### src/rtl/cheb5_eval.sv
module cheb5_eval #(
  parameter int XW   = 16,
  parameter int FRAC = 14,
  parameter int MW   = 20,
  parameter int OW   = 20
) (
  input  logic                 clk,
  input  logic                 rst,
  input  logic                 valid_in,
  input  logic signed [XW-1:0] x_in,
  output logic                 valid_out,
  output logic signed [OW-1:0] y_out
);
  localparam int LAT_A = 3;
  localparam int LAT_B = 5;
  localparam int LAT_C = 3;
  localparam int LAT   = LAT_A + LAT_B + LAT_C;
  localparam int XDLY  = LAT_A + LAT_B - 1;
  localparam int PW1   = 2 * XW;
  localparam int PW2   = 2 * MW;
  localparam int PW3   = MW + XW;
  localparam logic signed [MW-1:0]  FIVE_Q = MW'(5) <<< FRAC;
  localparam logic signed [PW2-1:0] FIVE_P = PW2'(5) <<< (2 * FRAC);

  // squaring section
  logic signed [XW-1:0]  a_x;
  logic signed [PW1-1:0] a_p;
  logic signed [MW-1:0]  a_o;

  always_ff @(posedge clk) begin
    a_x <= x_in;
    a_p <= a_x * a_x;
    a_o <= MW'(a_p >>> FRAC);
  end

  // middle section: pre-subtract, multiply, post-add
  logic signed [MW-1:0]  b_s, b_q, b_pa, b_o;
  logic signed [PW2-1:0] b_pr, b_al;

  always_ff @(posedge clk) begin
    b_s  <= a_o;
    b_q  <= b_s <<< 2;
    b_pa <= (b_s <<< 2) - FIVE_Q;
    b_pr <= b_pa * b_q;
    b_al <= b_pr + FIVE_P;
    b_o  <= MW'(b_al >>> FRAC);
  end

  // bypass copy of x
  logic signed [XW-1:0] xd [XDLY];

  always_ff @(posedge clk) begin
    xd[0] <= a_x;
    for (int i = 1; i < XDLY; i++) xd[i] <= xd[i-1];
  end

  // final section
  logic signed [MW-1:0]  c_w;
  logic signed [XW-1:0]  c_x;
  logic signed [PW3-1:0] c_pr;
  logic signed [OW-1:0]  c_o;

  always_ff @(posedge clk) begin
    c_w  <= b_o;
    c_x  <= xd[XDLY-1];
    c_pr <= c_w * c_x;
    c_o  <= OW'(c_pr >>> FRAC);
  end

  // valid tracking
  logic [LAT-1:0] vld;

  always_ff @(posedge clk) begin
    if (rst) vld <= '0;
    else     vld <= {vld[LAT-2:0], valid_in};
  end

  assign valid_out = vld[LAT-1];
  assign y_out     = c_o;

  a_r1_latency: assert property (@(posedge clk) disable iff (rst)
    valid_out == $past(valid_in, LAT));

  a_r7_reset_quiet: assert property (@(posedge clk)
    rst |=> !valid_out);

  a_r2_square_sign: assert property (@(posedge clk) disable iff (rst)
    $past(valid_in, LAT_A) |-> !a_o[MW-1]);

  a_r6_x_align: assert property (@(posedge clk) disable iff (rst)
    $past(valid_in, LAT_A + LAT_B + 1) |-> c_x == $past(x_in, LAT_A + LAT_B + 1));
endmodule

### config.mk
export PLATFORM = sky130hd
export DESIGN_NAME = cheb5_eval
export DESIGN_NICKNAME = d
export VERILOG_FILES = /design/src/rtl/cheb5_eval.sv
export SDC_FILE = /design/constraint.sdc
export NUM_CORES = 2
export LEC_CHECK = 0
export BUFFER_PORTS_ARGS = -buffer_cell sky130_fd_sc_hd__buf_2
export CORE_AREA = 2 2 325 327
export DETAILED_ROUTE_END_ITERATION = 6
export DIE_AREA = 0 0 327 329
export GPL_ROUTABILITY_DRIVEN = 0
export PLACE_DENSITY_LB_ADDON = 0.12
export REMOVE_ABC_BUFFERS = 1
export SLEW_MARGIN = 40
export SYNTH_ARGS = -nofsm -noshare
export SYNTH_HDL_FRONTEND = slang
export SYNTH_SLANG_ARGS = --single-unit
### constraint.sdc
create_clock -name clk -period 8.8 [get_ports clk]
set_input_delay 0 -clock clk [delete_from_list [all_inputs] [get_ports clk]]
set_output_delay 0 -clock clk [all_outputs]
set_load 0.05 [all_outputs]
==> reports/results.ini <==
[drt]
drc = 0
dr.pass1.iters = 5
vias_per_cell = 4.25
ant_nets = 0
vias = 21470
post_drt_wl_per_cell_um = 15.3
routed_wl_um = 77400
drtIter0Drc = 758

[worst_setup_path]
crit_buf_inv = 5
worst-r2r-setup-slack_ps = 1890
crit_fanout = 20
endpoint_kind = register
path_delay_family = adder cells
worstSetupStartpointType = register
crit_path_top_delay_cell = dfxtp_1
crit_type = reg2reg
slowest_delay_ps = 800
crit_top_cell = fa_1
arrival_ps = 7410
path_cells = nand2_1, fa_1, inv_1, fa_1, inv_1, fa_1, inv_1, fa_1, fa_1, inv_1, fa_1, inv_1, ha_1, a21o_1, a21o_1, a21o_1, a31o_1, a41oi_2, o311ai_1, a41o_1, o41ai_2, xnor2_1
cp.required_ps = 9300

[synth]
synth_xor_area_frac = 0.0278
synth-simple-area-share = 0.108
async_flop_share = 0
synth_top_family_by_area = adder cells
synth-main-ff-cell = dfxtp_1
synth_edf_count = 0
synthCells = 3591
synth_fa_ha_area_frac = 0.529
syn_area_um2 = 36200
synthMuxAreaShare = 0.000552
yosysSeqAreaShare = 0.195
yosysWarnings = 0
ys_seq_elements = 353
ys_types = 47
syn_area_per_cell_um2 = 10.1
synth_compound_area_frac = 0.0238

[grt]
grt_max_degree = 25
grt_pass1_wl_um = 132000
overflow = 0
grt_pass1_vias = 24149
antenna_found_initial = 3
grtUsageTotal = 0.156

[final_layout]
mostFrequentLayoutCells = inv_1, fa_1, nand2_1, dfxtp_1, and2_1
fillers = 10484
fin_cells = 5057
final_core_util = 0.381
layout-drive-gt1-share = 0.0472
final_area_um2 = 39800
syn2layout_area_growth_pct = 9.79
fin_nets = 4709
multi_input_area_um2 = 25000
final_common_cell = inv_1
final-seq-area_um2 = 7080

[run]
max_cap_violations = 0

[timing]
setup_viol_count_final = 0
final.setup.tns_ps = 0
fmax_mhz = 145
rsz0062_at_grt = no
worst-slew-pin-transition_ps = 823
skew_ps = 44.1
slew_headroom = 0.451
period_share = 0.785
period_needed_ps = 6910
finalMaxSlewViolations = 0
hold_viol_final = 0

[place]
placed_cells = 4953
io_buffers = 39
placed_area_um2 = 38100
dp_hpwl_um = 62600

[outcome]
outcome = finished, final reports clean

[clock_tree]
numClockSinks = 353
cts.path.max_buffers = 3
htree_num_levels = 2
cts.clk_slew.worst_paths_ps = 60
insertion_delay_ps = 610
root_buffer = clkbuf_16
cts_setup_buffers = 0
cts_resized = 0
cts-buffers-inserted = 42
tritoncts = yes

[floorplan]
die_h_um = 329
start_util = 0.347
die-area_um2 = 108000
rows = 119
pin_count = 40
die_w_um = 327
core-area_um2 = 104000

[hold_path]
hold_path_class = in2reg

## worst register-to-register path, delay by kind of cell, from the launching register on
kind | cells | cell delay, ps
adder cells (fa/ha/maj) | 7 | 3350
flip-flops | 1 | 800
AND/OR/NAND/NOR | 1 | 180
buffers and inverters | 5 | 250
AO/OA/AOI/OAI | 8 | 2080
XOR/XNOR | 1 | 160
## final timing paths
| kind | from | cells after the start | endpoint |
|---|---|---|---|
| min | x_in[11] | 2 | a_x[11]$_DFF_P_ |
| max reg2reg | c_x[7]$_DFF_P_ | 22 | c_pr[33]$_DFF_P_ |
| max | c_x[7]$_DFF_P_ | 22 | c_pr[33]$_DFF_P_ |
| min reg2reg | xd[4][11]$_DFF_P_ | 0 | xd[5][11]$_DFF_P_ |
## cell usage after synthesis, types with 5 or more instances
cell type / count / area share
a31o_2: 5 / 0.0012
clkbuf_1: 102 / 0.011
xnor2_1: 87 / 0.021
dfxtp_1: 353 / 0.20
a21oi_1: 39 / 0.0054
nor3_1: 13 / 0.0018
nand2_1: 368 / 0.038
nor2_1: 102 / 0.011
nand2b_1: 12 / 0.0021
o21ai_1: 7 / 0.00097
o21a_1: 13 / 0.0027
or2_2: 5 / 0.00086
nand3_1: 7 / 0.00097
and2_1: 278 / 0.048
xor2_1: 28 / 0.0068
nor2b_1: 16 / 0.0028
a21o_1: 16 / 0.0033
inv_1: 1009 / 0.10
o21ai_0: 12 / 0.0017
nand4_1: 6 / 0.0010
o21bai_1: 5 / 0.0010
a211oi_1: 7 / 0.0015
a21boi_1: 5 / 0.0010
fa_1: 792 / 0.44
ha_1: 266 / 0.092
## layout make-up
type                    count  area share
clock inverters            25     0.00701
multi-input cells        2121       0.628
flip-flops and latches    353       0.178
inverters                1011      0.0954
clock buffers              51      0.0293
well taps                1391      0.0437
repair buffers            103      0.0186
diodes                      2    0.000126
## state kept, by name, indices dropped and copies added, names as in the netlist
signal / cells
xd: 112
b_al: 20
b_o: 20
b_pr: 20
c_pr: 20
c_w: 20
y_out: 20
a_o: 18
a_p: 18
b_q: 18
b_s: 18
a_x: 16
c_x: 16
vld: 11
b_pa: 6
## stage by stage
| stage | setup slack, ps | hold slack, ps |
|---|---|---|
| after floorplan | 2790 | 27.7 |
| after CTS | 1790 | 8.53 |
| after global placement | 1870 | 105 |
| after global routing | 1430 | 41.2 |
| final | 1890 | 60.3 |
| after detailed placement | 1840 | 105 |
## kinds of logic after synthesis
kind of cell	Yosys count
AND/OR/NAND/NOR	816
XOR/XNOR	115
AO/OA/AOI/OAI	130
multiplexers	2
adder cells (fa/ha/maj)	1058
buffers and inverters	1117
flip-flops	353
## what timing repair did
action                                 4_1_cts  5_1_grt
setup endpoints to repair                    0        0
hold buffers                                26        0
endpoints found under the hold margin       27        0
## layer usage
layer	global-route usage	up-vias	share of wire	wire length [µm]
li1	-	10299	-	-
met1	0.215	10887	0.47	36500
met2	0.263	207	0.48	37000
met3	0.0191	77	0.028	2170
met5	0	-	0	0
met4	0.0382	0	0.023	1770
Power is left out: the tool's default activity adds up to more than one toggle a clock period on the data nets, which glitch-free logic cannot reach.
